`config.mk`:
```
export PLATFORM = sky130hd
export DESIGN_NAME = ecc_err_log
export DESIGN_NICKNAME = d
export VERILOG_FILES = /design/src/rtl/ecc_log_pkg.sv /design/src/rtl/ecc_err_capture.sv /design/src/rtl/ecc_inj_ctrl.sv /design/src/rtl/ecc_err_log.sv
export SDC_FILE = /design/constraint.sdc
export NUM_CORES = 1
export LEC_CHECK = 0
export BUFFER_PORTS_ARGS = -buffer_cell sky130_fd_sc_hd__buf_2
export CORE_MARGIN = 4
export CORE_UTILIZATION = 53
export DETAILED_ROUTE_END_ITERATION = 7
export HOLD_SLACK_MARGIN = 0.15
export PLACE_DENSITY = 0.81
export SYNTH_ARGS = -nofsm -noshare
export SYNTH_HDL_FRONTEND = slang
export SYNTH_SLANG_ARGS = --single-unit
```
`constraint.sdc`:
```
create_clock -name clk -period 2.02 [get_ports clk]
set_input_delay 0.202 -clock clk [delete_from_list [all_inputs] [get_ports clk]]
set_output_delay 0.202 -clock clk [all_outputs]
set_load 0.05 [all_outputs]
```
`src/rtl/ecc_log_pkg.sv`:
```
package ecc_log_pkg;

    localparam int REG_AW = 7;
    localparam int REG_DW = 32;
    localparam int SYND_W = 8;
    localparam int DATA_W = 64;
    localparam int NCLS   = 2;
    localparam int CLS_CE = 0;
    localparam int CLS_UE = 1;

    // first-flag bit of class i is STAT_LSB + 2*i, overflow flag the next bit
    localparam int STAT_LSB = 3;

    localparam logic [REG_AW-1:0] OFS_CTRL    = 7'h00;
    localparam logic [REG_AW-1:0] OFS_UE_ADDR = 7'h08;
    localparam logic [REG_AW-1:0] OFS_UE_STAT = 7'h0C;
    localparam logic [REG_AW-1:0] OFS_UE_DLO  = 7'h10;
    localparam logic [REG_AW-1:0] OFS_UE_DHI  = 7'h14;
    localparam logic [REG_AW-1:0] OFS_CE_ADDR = 7'h18;
    localparam logic [REG_AW-1:0] OFS_CE_STAT = 7'h1C;
    localparam logic [REG_AW-1:0] OFS_CE_DLO  = 7'h20;
    localparam logic [REG_AW-1:0] OFS_CE_DHI  = 7'h24;
    localparam logic [REG_AW-1:0] OFS_ISTAT   = 7'h40;
    localparam logic [REG_AW-1:0] OFS_IACK    = 7'h44;

    localparam int CTRL_ARM_BIT = 8;
    localparam int CTRL_PAT_LSB = 16;

endpackage

```
`src/rtl/ecc_err_capture.sv`:
```
module ecc_err_capture #(
    parameter int ADDR_W = 32,
    parameter int SYND_W = 8,
    parameter int DATA_W = 64
) (
    input  logic              clk,
    input  logic              rst_n,
    input  logic              log_en,
    input  logic              evt_i,
    input  logic [ADDR_W-1:0] addr_i,
    input  logic [SYND_W-1:0] synd_i,
    input  logic [DATA_W-1:0] data_i,
    input  logic              ack_first_i,
    input  logic              ack_second_i,
    output logic              first_o,
    output logic              second_o,
    output logic [ADDR_W-1:0] addr_o,
    output logic [SYND_W-1:0] synd_o,
    output logic [DATA_W-1:0] data_o
);

    typedef struct packed {
        logic              first;
        logic              second;
        logic [ADDR_W-1:0] addr;
        logic [SYND_W-1:0] synd;
        logic [DATA_W-1:0] data;
    } cap_t;

    cap_t cap_d, cap_q;
    logic hit;

    always_comb begin
        cap_d = cap_q;
        hit   = log_en & evt_i;
        if (ack_first_i)  cap_d.first  = 1'b0;
        if (ack_second_i) cap_d.second = 1'b0;
        if (hit) begin
            if (!cap_q.first) begin
                cap_d.first = 1'b1;
                cap_d.addr  = addr_i;
                cap_d.synd  = synd_i;
                cap_d.data  = data_i;
            end else begin
                cap_d.second = 1'b1;
            end
        end
    end

    always_ff @(posedge clk or negedge rst_n) begin
        if (!rst_n) cap_q <= '0;
        else        cap_q <= cap_d;
    end

    assign first_o  = cap_q.first;
    assign second_o = cap_q.second;
    assign addr_o   = cap_q.addr;
    assign synd_o   = cap_q.synd;
    assign data_o   = cap_q.data;

endmodule

```
`src/rtl/ecc_inj_ctrl.sv`:
```
module ecc_inj_ctrl
    import ecc_log_pkg::*;
#(
    parameter logic [1:0] MODE_RST = 2'd1
) (
    input  logic              clk,
    input  logic              rst_n,
    input  logic              ctrl_we,
    input  logic [REG_DW-1:0] wdata,
    input  logic              wr_beat_i,
    output logic [1:0]        mode_o,
    output logic              arm_o,
    output logic [SYND_W-1:0] pat_o,
    output logic [SYND_W-1:0] inj_mask_o
);

    typedef struct packed {
        logic [1:0]        mode;
        logic              arm;
        logic [SYND_W-1:0] pat;
    } ctl_t;

    localparam ctl_t CTL_RST = '{mode: MODE_RST, arm: 1'b0, pat: '0};

    ctl_t ctl_d, ctl_q;

    always_comb begin
        ctl_d = ctl_q;
        if (ctl_q.arm && wr_beat_i) ctl_d.arm = 1'b0;
        if (ctrl_we) begin
            ctl_d.mode = wdata[1:0];
            ctl_d.arm  = wdata[CTRL_ARM_BIT];
            ctl_d.pat  = wdata[CTRL_PAT_LSB +: SYND_W];
        end
    end

    always_ff @(posedge clk or negedge rst_n) begin
        if (!rst_n) ctl_q <= CTL_RST;
        else        ctl_q <= ctl_d;
    end

    assign mode_o     = ctl_q.mode;
    assign arm_o      = ctl_q.arm;
    assign pat_o      = ctl_q.pat;
    assign inj_mask_o = ctl_q.arm ? ctl_q.pat : '0;

endmodule

```
`src/rtl/ecc_err_log.sv`:
```
module ecc_err_log
    import ecc_log_pkg::*;
#(
    parameter int         ADDR_W   = 32,
    parameter logic [1:0] MODE_RST = 2'd1
) (
    input  logic              clk,
    input  logic              rst_n,
    input  logic              reg_we,
    input  logic [REG_AW-1:0] reg_addr,
    input  logic [REG_DW-1:0] reg_wdata,
    output logic [REG_DW-1:0] reg_rdata,
    input  logic              ce_valid,
    input  logic [ADDR_W-1:0] ce_addr,
    input  logic [SYND_W-1:0] ce_synd,
    input  logic [DATA_W-1:0] ce_data,
    input  logic              ue_valid,
    input  logic [ADDR_W-1:0] ue_addr,
    input  logic [SYND_W-1:0] ue_synd,
    input  logic [DATA_W-1:0] ue_data,
    input  logic              wr_beat,
    output logic [SYND_W-1:0] inj_mask,
    output logic              irq
);

    localparam int HALF_W = DATA_W / 2;

    logic              ctrl_we, ack_we, log_en, arm_q;
    logic [1:0]        mode_q;
    logic [SYND_W-1:0] pat_q;
    logic [REG_DW-1:0] int_stat;

    logic              evt_v   [NCLS];
    logic [ADDR_W-1:0] evt_a   [NCLS];
    logic [SYND_W-1:0] evt_s   [NCLS];
    logic [DATA_W-1:0] evt_d   [NCLS];
    logic              first_q [NCLS];
    logic              second_q[NCLS];
    logic [ADDR_W-1:0] cap_addr[NCLS];
    logic [SYND_W-1:0] cap_synd[NCLS];
    logic [DATA_W-1:0] cap_data[NCLS];

    assign ctrl_we = reg_we && (reg_addr == OFS_CTRL);
    assign ack_we  = reg_we && (reg_addr == OFS_IACK);
    assign log_en  = mode_q[0];

    assign evt_v[CLS_CE] = ce_valid;
    assign evt_a[CLS_CE] = ce_addr;
    assign evt_s[CLS_CE] = ce_synd;
    assign evt_d[CLS_CE] = ce_data;
    assign evt_v[CLS_UE] = ue_valid;
    assign evt_a[CLS_UE] = ue_addr;
    assign evt_s[CLS_UE] = ue_synd;
    assign evt_d[CLS_UE] = ue_data;

    ecc_inj_ctrl #(.MODE_RST(MODE_RST)) i_inj (
        .clk       (clk),
        .rst_n     (rst_n),
        .ctrl_we   (ctrl_we),
        .wdata     (reg_wdata),
        .wr_beat_i (wr_beat),
        .mode_o    (mode_q),
        .arm_o     (arm_q),
        .pat_o     (pat_q),
        .inj_mask_o(inj_mask)
    );

    for (genvar c = 0; c < NCLS; c++) begin : g_cls
        ecc_err_capture #(
            .ADDR_W(ADDR_W),
            .SYND_W(SYND_W),
            .DATA_W(DATA_W)
        ) i_cap (
            .clk         (clk),
            .rst_n       (rst_n),
            .log_en      (log_en),
            .evt_i       (evt_v[c]),
            .addr_i      (evt_a[c]),
            .synd_i      (evt_s[c]),
            .data_i      (evt_d[c]),
            .ack_first_i (ack_we & reg_wdata[STAT_LSB + 2*c]),
            .ack_second_i(ack_we & reg_wdata[STAT_LSB + 2*c + 1]),
            .first_o     (first_q[c]),
            .second_o    (second_q[c]),
            .addr_o      (cap_addr[c]),
            .synd_o      (cap_synd[c]),
            .data_o      (cap_data[c])
        );
    end

    always_comb begin
        int_stat = '0;
        for (int c = 0; c < NCLS; c++) begin
            int_stat[STAT_LSB + 2*c]     = first_q[c];
            int_stat[STAT_LSB + 2*c + 1] = second_q[c];
        end
    end

    assign irq = |int_stat;

    always_comb begin
        reg_rdata = '0;
        unique case (reg_addr)
            OFS_CTRL: begin
                reg_rdata[1:0]                      = mode_q;
                reg_rdata[CTRL_ARM_BIT]             = arm_q;
                reg_rdata[CTRL_PAT_LSB +: SYND_W]   = pat_q;
            end
            OFS_UE_ADDR: reg_rdata = REG_DW'(cap_addr[CLS_UE]);
            OFS_UE_STAT: reg_rdata[8 +: SYND_W] = cap_synd[CLS_UE];
            OFS_UE_DLO:  reg_rdata = cap_data[CLS_UE][HALF_W-1:0];
            OFS_UE_DHI:  reg_rdata = cap_data[CLS_UE][DATA_W-1:HALF_W];
            OFS_CE_ADDR: reg_rdata = REG_DW'(cap_addr[CLS_CE]);
            OFS_CE_STAT: reg_rdata[8 +: SYND_W] = cap_synd[CLS_CE];
            OFS_CE_DLO:  reg_rdata = cap_data[CLS_CE][HALF_W-1:0];
            OFS_CE_DHI:  reg_rdata = cap_data[CLS_CE][DATA_W-1:HALF_W];
            OFS_ISTAT:   reg_rdata = int_stat;
            default:     reg_rdata = '0;
        endcase
    end

endmodule

```
## Yosys cells after proc, flatten, opt, wreduce, memory -nomap -nowiden

Index checks and enable logic that the tools add are counted.
Widths: inputs -> output; s select.

- Bits in registers: 223
- Input port bits: 253
- Output and inout bits: 41
- Word-level logic and storage cells: 60

- Equal/unequal tests: 10
- Mux-type cells: 21
- Bitwise operators: 8
- Reduce and logical (&&, ||, !) cells: 8

Operators with widths:

| cell | count |
|---|---|
| $mux 106 | 2 |
| $mux 104 | 2 |
| $pmux 7 s8 | 1 |
| $pmux 8 s7 | 1 |
| $pmux 8 s6 | 1 |
| $pmux 6 s7 | 1 |
| $eq 7x5->1 const B | 4 |
| $eq 7x4->1 const B | 2 |
| $eq 7x6->1 const B | 2 |
| $eq 7x7->1 const B | 2 |
| $pmux 2 s7 | 1 |
| $mux 1 | 9 |
| $mux 9 | 1 |
| $pmux 1 s9 | 1 |
| $mux 8 | 1 |
| $logic_not 7->1 | 1 |
| $and 1x1->1 | 6 |
| $reduce_and 2->1 | 2 |
| $reduce_or 4->1 | 1 |
| $logic_and 1x1->1 | 3 |
| $not 1->1 | 2 |
| $reduce_bool 2->1 | 1 |

## Logic depth before layout (Yosys ltp)

Gate-level depths: netlist of run 1.

- Word-level depth: 6
- Mapped depth: 7
- Mapped depth without buffers: 4

## Hierarchy

From an unflattened synthesis of run 1, not the netlist that was laid out.

- Cell total of the unflattened synthesis: 759
- Area total of the unflattened synthesis: 10,739.0 um^2

By module, submodules not included:

| module | instances | cells an instance | area each (um^2) | seq. area each (um^2) |
|---|---|---|---|---|
| ecc_err_capture | 2 | 227 | 4,142.7 | 2,652.5 |
| ecc_err_log | 1 | 272 | 1,958.1 | 0.0 |
| ecc_inj_ctrl | 1 | 33 | 495.5 | 276.5 |

## Least setup slack after synthesis of run 1

No wires, ideal clock.

- Path type: input to output
- From: in reg_addr[2]
- To: out reg_rdata[13]
- Data arrival time: 2.020 ns
- Required time: 1.818 ns
- Setup slack: -0.202 ns
- Cell stages on the path: 6
- Buffers on the path: 3
- Path through: buf_6 > buf_4 > buf_4 > a221oi_1 > a21o_1 > o21ai_0

- Word-level cells in the longest chain between the ends: 2
- Elaborated cells between the ends (all ways): 9
- Those cells by class: eq/ne: 8; mux: 1

RTL lines:

| element | RTL line | RTL |
|---|---|---|
| start, declared | ecc_err_log.sv:10 | `input logic [REG_AW-1:0] reg_addr,` |
| $eq 7x6->1 (tied with other cells) | ecc_err_log.sv:103 | `unique case (reg_addr)` |
| $pmux 7 s8 * | ecc_err_log.sv:103 |  |
| end, declared | ecc_err_log.sv:12 | `output logic [REG_DW-1:0] reg_rdata,` |

Every way passes the cells marked *; elsewhere a longest branch is shown, timed or not.

## Worst setup path in the final report of run 1

- From: reg g_cls[0].i_cap.cap_q (netlist bit g_cls[0].i_cap.synd_o[7])
- To: out reg_rdata[15]

- Word-level cells in the longest chain between the ends: 1

RTL lines:

| element | RTL line | RTL |
|---|---|---|
| start, declared | ecc_err_capture.sv:30 | `cap_t cap_d, cap_q;` |
| start signal, assigned | ecc_err_capture.sv:52 | `else cap_q <= cap_d;` |
| $pmux 7 s8 | ecc_err_log.sv:103 |  |

No other way between the ends.

==> impl_metrics.py, run 1 <==
metrics = {
    "worst_setup_path": {
        "regToRegSetupSlack_ns": 0.38,
        "crit_required_ns": 1.82,
        "worstPathArrival_ns": 2.02,
        "crit_start": "g_cls[0].i_cap.synd_o[7]$_DFFE_PN0P_",
        "critPathLaunchType": "register",
        "r2r-start": "i_inj.mode_o[0]$_DFFE_PN1P_",
        "crit_type": "register to primary output",
        "cp_max_fo": 2,
        "rr_endpoint": "g_cls[1].i_cap.addr_o[9]$_DFFE_PN0P_",
        "r2r_cells": 4,
        "cp-end-kind": "primary output",
    },
    "sta": {
        "clock.fmax_ghz": 0.4508,
        "slew_headroom": 0.7079,
        "slew_violations": 0,
        "setup_violations": 5,
        "period_share": 1.098,
        "skew_ns": 0.01330,
        "fin_tns_setup_ns": -0.6777,
        "finalHoldViolCount": 0,
        "layout_setup_ws_ns": -0.1983,
        "period_minus_slack_ns": 2.218,
        "worstMarginPinSlew_ns": 0.4382,
        "grt_setup_unrepaired": "true",
    },
    "routing": {
        "route.detailed.drc": 0,
        "drt-met1-wl_mm": 13.98,
        "vias_per_cell": 5.852,
        "wl_per_cell_microns": 24.81,
        "highest_layer": "met4",
        "ant_nets": 0,
        "wl_met2_mm": 20.61,
        "wl_met3_mm": 2.615,
        "dr.pass1.iters": 6,
        "routed_wirelength_mm": 39.48,
        "drt_iter0_drc": 607,
        "dr_total_vias": 9311,
    },
    "grt": {
        "gr-total-overflow": 0,
        "antenna_found_initial": 7,
        "grt_pass1_vias": 10600,
        "grt_pass1_wl_mm": 59.64,
        "grt_max_degree": 57,
        "grt.total_usage": 0.3538,
    },
    "synth": {
        "ys_types": 55,
        "synth_top_area_share": 0.5348,
        "synth-seq-cells": 223,
        "ys.warnings.count": 0,
        "synth.largest_area_cell": "dfrtp_1",
        "syn_avg_cell_area_sq_um": 13.56,
        "synth_edf_count": 0,
        "synthCells": 766,
        "synth-async-reset-ratio": 1.000,
        "syn_nets": 1019,
        "synth.area.top_cells": "dfrtp_1, mux2_2, mux2i_1, a22oi_1, buf_2",
        "synth_area_sq_mm": 0.01039,
        "synth-main-ff-cell": "dfrtp_1",
        "yosysSeqAreaShare": 0.5373,
    },
    "die": {
        "core_area_sq_mm": 0.01902,
        "die_width_microns": 148.0,
        "num_rows": 50,
        "die_y_microns": 148.0,
        "dieArea_sq_mm": 0.02190,
        "ioPinCount": 294,
        "initial_core_util": 0.5462,
    },
    "placed_design": {
        "place_hpwl_mm": 22.42,
        "io_buffers": 276,
        "pre_cts_slack_ns": 0.01725,
        "routabilityCongestion": 0.8522,
    },
    "cts": {
        "clkTransAtPathRegs_ns": 0.07,
        "cts_tree": "built",
        "clock_latency_ns": 0.52,
        "cts-htree-levels": 1,
        "root_buffer": "clkbuf_16",
        "numCtsBuffers": 24,
        "clk_path_buf_depth": 3,
        "cts_num_sinks": 223,
    },
    "cells_and_area": {
        "drive_gt1_frac": 0.4728,
        "fill_cells": 1014,
        "syn2layout_area_growth_pct": 51.12,
        "fin_nets": 1563,
    },
    "worst_hold_path": {
        "hold_path.class": "input port to async pin",
    },
    "power": {
        "p_per_area_mw_per_mm2": 1028,
        "p_leak_nw": 7.590,
        "peakVddDrop_uv": 736.4,
    },
    "outcome": {
        "violations": "setup timing",
        "status": "finished, violations left",
    },
    "run": {
        "maxCapViolCount": 0,
    },
}
-- worst max-delay path, stage by stage, from the launching register on --
cell,delay [ns]
dfrtp_1,0.40
mux4_2,0.56
a221oi_2,0.32
nor2_2,0.07
buf_6,0.16
-- per-stage QoR --
stage	util	instance area, sq um	hold slack [ns]	power (mW)	instances
2_1_floorplan	-	10390	-0.09359	9.682	766
3_3_place_gp	0.6563	12480	0.1481	10.64	1312
4_1_cts	0.8214	15620	0.2070	15.65	1583
6_report	0.8254	15700	0.1947	16.14	1591
3_5_place_dp	0.6563	12480	0.1483	10.93	1312
5_1_grt	0.8254	15700	0.2506	16.80	1591
-- Yosys cell counts, types with 3 or more instances --
cell type	n
a22oi_1	25
o211ai_1	9
buf_2	35
a2bb2oi_1	6
o22ai_1	5
nand3_1	11
nand2_1	32
o21ai_0	14
nand4_1	3
mux2i_1	45
nand3b_1	3
and2_1	14
nor2b_1	3
a221o_1	5
mux2_4	8
dfrtp_1	222
buf_6	3
a22o_1	11
nor3_1	6
a21oi_1	5
a221oi_1	4
mux4_2	5
clkbuf_1	3
nor2_1	22
o21ai_1	6
buf_4	7
mux2_2	210
-- routing by layer --
metal,vias to the layer above,GRT usage
met3,172,0.06683
met2,548,0.6243
met4,0,0.1917
met5,-,0
li1,3908,-
met1,4683,0.4064
-- layout by cell type (no fill, tap or decap), types with 14 or more instances in the layout --
| cell type | n |
|---|---|
| a22oi_1 | 24 |
| mux2i_1 | 45 |
| and2_1 | 14 |
| mux2_2 | 210 |
| buf_12 | 15 |
| dfrtp_1 | 221 |
| nand2_1 | 31 |
| nor2_1 | 21 |
| buf_2 | 259 |
| buf_4 | 52 |
| clkbuf_16 | 25 |
| dlygate4sd3_1 | 229 |
-- report_power, final --
group / switching (mW) / internal, mW / total (mW)
clock network: 1.84 / 2.55 / 4.39
registers: 1.23 / 6.42 / 7.66
logic: 1.62 / 2.47 / 4.09
total: 4.70 / 11.4 / 16.1
-- timing repair --
item / in CTS / in global routing
endpoints found under the hold margin: 446 / 0
gates resized for setup: 17 / 24
setup endpoints to repair: 5 / 22
buffers inserted: 2 / 1
pin swaps: 6 / 4
hold buffers: 229 / 0
-- registers in the layout, indices dropped and copies added (netlist names) --
signal / flops
g_cls.i_cap.data_o: 128
g_cls.i_cap.addr_o: 64
g_cls.i_cap.synd_o: 16
i_inj.pat_o: 8
g_cls.i_cap.first_o: 2
g_cls.i_cap.second_o: 2
i_inj.mode_o: 2
i_inj.arm_o: 1
-- area by class of cell --
| class | count | area, sq um | area share |
|---|---|---|---|
| clock inverter | 8 | 97.59 | 0.006217 |
| tap | 260 | 325.3 | 0.02072 |
| sequential | 223 | 5583 | 0.3556 |
| clock buffer | 32 | 661.9 | 0.04216 |
| timing repair buffer | 567 | 4403 | 0.2805 |
| inverter | 2 | 7.507 | 0.0004782 |
| antenna | 7 | 17.52 | 0.001116 |
| multi-input combinational | 492 | 4602 | 0.2932 |
-- logic make-up (layout without fill, tap and decap cells) --
| kind of cell | count (synthesis) | count (layout) | synth area share |
|---|---|---|---|
| DFF | 223 | 223 | 0.5373 |
| muxes | 270 | 270 | 0.2956 |
| other | 0 | 7 | 0 |
| and+or+nand+nor | 118 | 118 | 0.06565 |
| buffers and inverters | 51 | 609 | 0.02734 |
| AOI/OAI and AO/OA | 104 | 104 | 0.07408 |
-- worst max path at each step --
stage	slack, ns	endpoint
CTS	-0.14	reg_rdata[12]
global route	-0.25	reg_rdata[15]
global placement	0.03	reg_rdata[0]
floorplan	0.004	reg_rdata[24]
detailed placement	0.02	reg_rdata[0]
finish	-0.20	reg_rdata[15]
Note: power is estimated with default switching activity, not from simulation.
==> run 2, diff against run 1 <==
- CORE_UTILIZATION: 53 -> 47
- PLACE_DENSITY: 0.81 -> 0.76
- SETUP_SLACK_MARGIN: default -> 0.4
- clock period: 2.02 -> 1.85 ns (I/O delays scaled with it)
==> run 2 against run 1 <==
The flow still finishes with violations (setup timing). Critical endpoint unchanged. Hold slack got worse by 0.053 ns. Global-route usage up 3.0 points. Die area rose by 12%. Largest cell class is now non-clock buffers. Worst setup slack got worse by 0.30 ns. Final area is 21% higher. Via count increased by 14%. Critical path depth grew 1. Wire length increased by 33%. Core utilization is 4.9 points higher. Non-clock buffer count up 126.
==> impl_metrics.py, run 2 (synthesis results as in run 1) <==
metrics = {
    "outcome": {
        "status": "finished, violations left",
        "violations": "setup timing",
    },
    "worst_setup_path": {
        "cp_max_fo": 2,
        "slowest_stage": "mux4_2",
        "cp_num_buf_inv": 2,
        "critPathLaunchType": "register",
        "crit_type": "register to primary output",
        "crit_required_ns": 1.66,
        "crit_family": "multiplexers",
        "cp-end-kind": "primary output",
        "worstPathArrival_ns": 2.17,
        "crit_path_max_incr_delay_ns": 0.54,
        "crit_chain": "mux4_2 -> a221oi_2 -> buf_4 -> nor2_4 -> buf_8",
    },
    "sta": {
        "layout_setup_ws_ns": -0.5024,
        "setup_violations": 100,
        "clock.fmax_ghz": 0.4251,
        "worstMarginPinSlew_ns": 0.4440,
        "slew_violations": 0,
        "grt_setup_unrepaired": "true",
        "period_share": 1.272,
        "finalHoldViolCount": 0,
        "hold_slack_ns": 0.1420,
        "slew_headroom": 0.7017,
        "period_minus_slack_ns": 2.352,
        "skew_ns": 0.02985,
    },
    "grt": {
        "antenna_found_initial": 2,
        "gr-total-overflow": 0,
        "grt_pass1_vias": 11600,
        "grt_max_degree": 61,
        "grt_pass1_wl_mm": 70.26,
        "grt.total_usage": 0.3837,
    },
    "cts": {
        "cts-htree-levels": 1,
        "clkTransAtPathRegs_ns": 0.08,
        "clock_latency_ns": 0.54,
        "cts_tree": "built",
        "cts_num_sinks": 223,
        "clk_path_buf_depth": 3,
        "numCtsBuffers": 25,
        "root_buffer": "clkbuf_16",
    },
    "cells_and_area": {
        "drive_gt1_frac": 0.5777,
        "final_cell_mix": "dlygate4sd3_1, buf_2, dfrtp_1",
        "final_common_cell": "dlygate4sd3_1",
        "largest_register_ffs": 128,
        "fin_nets": 1691,
        "syn2layout_area_growth_pct": 83.10,
        "stdcell_area_sq_mm": 0.01902,
        "fill_cells": 871,
    },
    "die": {
        "die_width_microns": 156.7,
        "dieArea_sq_mm": 0.02454,
        "die_y_microns": 156.7,
        "ioPinCount": 294,
        "initial_core_util": 0.4775,
        "num_rows": 54,
        "core_area_sq_mm": 0.02176,
    },
    "power": {
        "clkPwrFrac": 0.262,
        "p_leak_nw": 9.346,
        "internal-power_mw": 14.02,
        "combPwrFrac": 0.308,
        "seqPwrFrac": 0.430,
        "peakVddDrop_uv": 917.1,
        "p_per_area_mw_per_mm2": 1065,
        "sw_frac_of_total": 0.3078,
        "power_switching_mw": 6.233,
    },
    "placed_design": {
        "io_buffers": 276,
        "placed_cell_area_sq_mm": 0.01295,
        "routabilityCongestion": 0.8091,
        "place_hpwl_mm": 23.16,
    },
    "routing": {
        "wl_per_cell_microns": 30.31,
        "routed_wirelength_mm": 52.65,
        "dr.pass1.iters": 5,
        "ant_nets": 0,
        "vias_per_cell": 6.097,
        "route.detailed.drc": 0,
        "drt_iter0_drc": 923,
        "dr_total_vias": 10590,
    },
    "worst_hold_path": {
        "hold_path.class": "input port to async pin",
    },
    "run": {
        "maxCapViolCount": 0,
    },
}
run 2: cell count changes in the layout (fill, tap and decap cells not counted), sizes merged:
| cell | change |
|---|---|
| buf | +129 |
| diode | -4 |
| clkinv | +1 |
| clkbuf | +2 |
| clkinvlp | -3 |
| dlygate4sd3 | -1 |
| nand2 | +1 |
| bufinv | +1 |
run 2: path summary, 6_finish.rpt:
kind                                                       start                               endpoint  slack, ns  depth (start not counted)
max in group asynchronous                                  rst_n  g_cls[0].i_cap.data_o[20]$_DFFE_PN0P_       1.01                          3
min in group clk                                   reg_wdata[16]             i_inj.pat_o[0]$_DFFE_PN0P_       0.42                          3
min reg2reg                          i_inj.mode_o[1]$_DFFE_PN0P_            i_inj.mode_o[1]$_DFFE_PN0P_       0.50                          1
max reg2reg                          i_inj.mode_o[0]$_DFFE_PN1P_  g_cls[1].i_cap.addr_o[27]$_DFFE_PN0P_      -0.05                          7
min                                                        rst_n  g_cls[1].i_cap.data_o[22]$_DFFE_PN0P_       0.14                          2
max                        g_cls[0].i_cap.addr_o[15]$_DFFE_PN0P_                          reg_rdata[15]      -0.50                          5
run 2: power groups by stage:
stage | clock network (mW) | registers [mW] | logic [mW]
after floorplan | 0 | 7.80 | 2.85
after global placement | 0 | 8.06 | 3.71
after detailed placement | 0 | 8.19 | 3.86
after CTS | 5.13 | 8.17 | 5.09
after global routing | 5.48 | 8.85 | 6.47
final | 5.30 | 8.71 | 6.25
run 2: what timing repair did:
action	4_1_cts	5_1_grt
hold endpoints to repair	445	0
pin swaps	45	32
hold buffers	228	0
cloned	30	3
setup buffers	51	18
endpoints found under the setup margin	249	251
resized for setup	235	146
run 2: through the flow:
step           utilization  setup WS, ns  instances  setup TNS, ns  total power, mW
2_1_floorplan            -      -0.02635        766        -0.1253            10.65
3_3_place_gp        0.5951       -0.1215       1361         -1.336            11.77
3_5_place_dp        0.5951       -0.1242       1361         -1.785            12.06
4_1_cts             0.8381       -0.3399       1713         -1.956            18.39
5_1_grt             0.8741       -0.5234       1736         -5.733            20.80
6_report            0.8742       -0.5024       1737         -4.754            20.25
run 2: cell type report:
cell class	count	area, sq um	share of cell area
Antenna cell	3	7.507	0.0003947
Clock buffer	36	726.9	0.03822
Clock inverter	7	110.1	0.005789
Inverter	2	7.507	0.0003947
Multi-Input combinational cell	493	5498	0.2891
Sequential cell	223	5584	0.2936
Tap cell	280	350.3	0.01842
Timing Repair Buffer	693	6735	0.3541
run 2: per-layer routing:
metal	track usage	part of all wire
met5	0	0
met4	0.2388	0.086
met3	0.09873	0.098
met2	0.6549	0.48
met1	0.4285	0.33
==> run 3, diff against run 2 <==
- CORE_UTILIZATION: 47 -> 49
- CTS_BUF_LIST: default -> sky130_fd_sc_hd__clkbuf_4
- PLACE_DENSITY: 0.76 -> 0.79
==> run 3 against run 2 <==
Count of clock-buffer cells in the layout up 47. Critical endpoint unchanged. Via count down 1.7%. Clock power down 20%. Worst setup slack worse by 0.010 ns. Critical path depth unchanged. Global-route usage down 1.6 points. Cell count up 1.0%. The flow still finishes with violations (setup timing). Sequential power down 2%.
==> impl_metrics.py, run 3 (synthesis results as in run 1) <==
metrics = {
    "cells_and_area": {
        "final_common_cell": "buf_2",
        "syn2layout_area_growth_pct": 70.97,
        "fin_nets": 1687,
        "post-route-util": 0.8475,
        "drive_gt1_frac": 0.5639,
        "final_cell_mix": "buf_2, dlygate4sd3_1, dfrtp_1",
        "largest_register_ffs": 128,
    },
    "placed_design": {
        "place_hpwl_mm": 23.64,
        "routabilityCongestion": 0.8155,
        "io_buffers": 276,
    },
    "cts": {
        "clkTransAtPathRegs_ns": 0.10,
        "root_buffer": "clkbuf_4",
        "cts_tree": "built",
        "cts-htree-levels": 2,
        "clock_latency_ns": 0.69,
        "clk_path_buf_depth": 3,
        "cts_num_sinks": 223,
        "numCtsBuffers": 58,
    },
    "worst_hold_path": {
        "hold_path.class": "input port to register",
        "min_to": "g_cls[1].i_cap.data_o[52]$_DFFE_PN0P_",
        "min_path_cells": 3,
        "hold_start": "ue_data[52]",
    },
    "sta": {
        "setup_violations": 34,
        "skew_ns": 0.03774,
        "slew_headroom": 0.6272,
        "clock.fmax_ghz": 0.4233,
        "worstMarginPinSlew_ns": 0.5592,
        "slew_violations": 0,
        "period_minus_slack_ns": 2.363,
        "period_share": 1.277,
        "layout_setup_ws_ns": -0.5126,
        "finalHoldViolCount": 0,
        "grt_setup_unrepaired": "true",
        "fin_tns_setup_ns": -5.890,
    },
    "grt": {
        "gr-total-overflow": 0,
        "use_met1": 0.4213,
        "grt_pass1_vias": 11440,
        "grt_max_degree": 63,
        "met2_usage": 0.6386,
        "grt-busiest-layer": "met2",
        "grt_pass1_wl_mm": 66.56,
        "antenna_found_initial": 5,
        "grt_use_met3": 0.08838,
        "grt.total_usage": 0.3675,
    },
    "routing": {
        "dr_total_vias": 10410,
        "drt_iter0_drc": 773,
        "route.detailed.drc": 0,
        "routed_wirelength_mm": 47.99,
        "ant_nets": 0,
        "dr.pass1.iters": 6,
        "wl_per_cell_microns": 27.34,
        "vias_per_cell": 5.929,
    },
    "worst_setup_path": {
        "rr_endpoint": "g_cls[0].i_cap.addr_o[9]$_DFFE_PN0P_",
        "cp_max_fo": 2,
        "regToRegSetupSlack_ns": 0,
        "cp-end-kind": "primary output",
        "worstPathArrival_ns": 2.18,
        "crit_required_ns": 1.66,
        "r2r_cells": 7,
        "r2r-start": "i_inj.mode_o[0]$_DFFE_PN1P_",
        "critPathLaunchType": "register",
        "crit_type": "register to primary output",
    },
    "die": {
        "dieArea_sq_mm": 0.02359,
        "die_y_microns": 153.6,
        "die_width_microns": 153.6,
        "core_area_sq_mm": 0.02096,
        "num_rows": 53,
        "initial_core_util": 0.4957,
        "ioPinCount": 294,
    },
    "outcome": {
        "violations": "setup timing",
        "status": "finished, violations left",
    },
    "power": {
        "p_leak_nw": 8.868,
        "p_per_area_mw_per_mm2": 1062,
        "peakVddDrop_uv": 754.4,
    },
    "run": {
        "maxCapViolCount": 0,
    },
}
==> run 3: cell count changes in the layout (fill, tap and decap cells not counted), sizes merged <==
cell | before | now
dlygate4sd3 | 228 | 231
buf | 463 | 418
clkbuf | 38 | 91
clkinv | 4 | 14
inv | 2 | 3
bufinv | 3 | 0
diode | 3 | 8
nand2 | 35 | 34
==> run 3: critical path, stage by stage, from the launching register on <==
cell      delay [ns]
dfrtp_1         0.39
mux4_2          0.53
a221oi_2        0.27
buf_4           0.16
nor2_4          0.03
buf_6           0.14
==> run 3: worst max path at each step <==
stage / start / to / slack, ns / cells after the start
after floorplan: reg_addr[2] / reg_rdata[23] / -0.03 / 5
after global placement: reg_addr[4] / reg_rdata[0] / -0.07 / 6
after detailed placement: reg_addr[4] / reg_rdata[5] / -0.08 / 8
after CTS: g_cls[0].i_cap.synd_o[7]$_DFFE_PN0P_ / reg_rdata[15] / -0.50 / 5
after global routing: g_cls[0].i_cap.synd_o[7]$_DFFE_PN0P_ / reg_rdata[15] / -0.63 / 5
final: g_cls[0].i_cap.synd_o[7]$_DFFE_PN0P_ / reg_rdata[15] / -0.51 / 5
==> run 3: through the flow <==
step | total power [mW] | hold slack (ns) | cell area, sq um | setup slack, ns | cells
3_5_place_dp | 12.10 | 0.1686 | 13010 | -0.08327 | 1358
3_3_place_gp | 11.79 | 0.1703 | 13010 | -0.07154 | 1358
2_1_floorplan | 10.65 | -0.1106 | 10630 | -0.02635 | 766
5_1_grt | 19.58 | 0.2491 | 17750 | -0.6257 | 1752
4_1_cts | 17.36 | 0.2349 | 17070 | -0.4984 | 1719
6_report | 18.86 | 0.2801 | 17760 | -0.5126 | 1755
==> run 3: repair_timing <==
| item | 4_1_cts | 5_1_grt |
|---|---|---|
| resized for setup | 197 | 78 |
| cloned | 7 | 10 |
| pin swaps | 44 | 20 |
| setup endpoints to repair | 249 | 251 |
| hold buffers | 231 | 0 |
| endpoints found under the hold margin | 446 | 0 |
| setup buffers | 25 | 18 |
==> run 3: layout make-up <==
class / instances / area, sq um
flip-flops and latches: 223 / 5585
inverters: 2 / 7.507
repair buffers: 657 / 5764
diodes: 8 / 20.02
clock inverters: 15 / 60.06
fillers: 977 / 3196
clock buffers: 83 / 623.1
well taps: 275 / 344.1
multi-input cells: 492 / 5355
==> run 3: power breakdown <==
part / internal (mW) / total (mW) / switching (mW) / leakage (nW)
registers: 7.02 / 8.56 / 1.54 / 2.85
logic: 3.79 / 6.05 / 2.26 / 5.60
clock network: 2.05 / 4.25 / 2.20 / 0.415
==> run 3: routing by layer <==
layer / part of all wire / up-vias
li1: - / 4218
met1: 0.33 / 5091
met2: 0.49 / 809
met3: 0.098 / 285
met4: 0.076 / 2
met5: 0.00098 / -
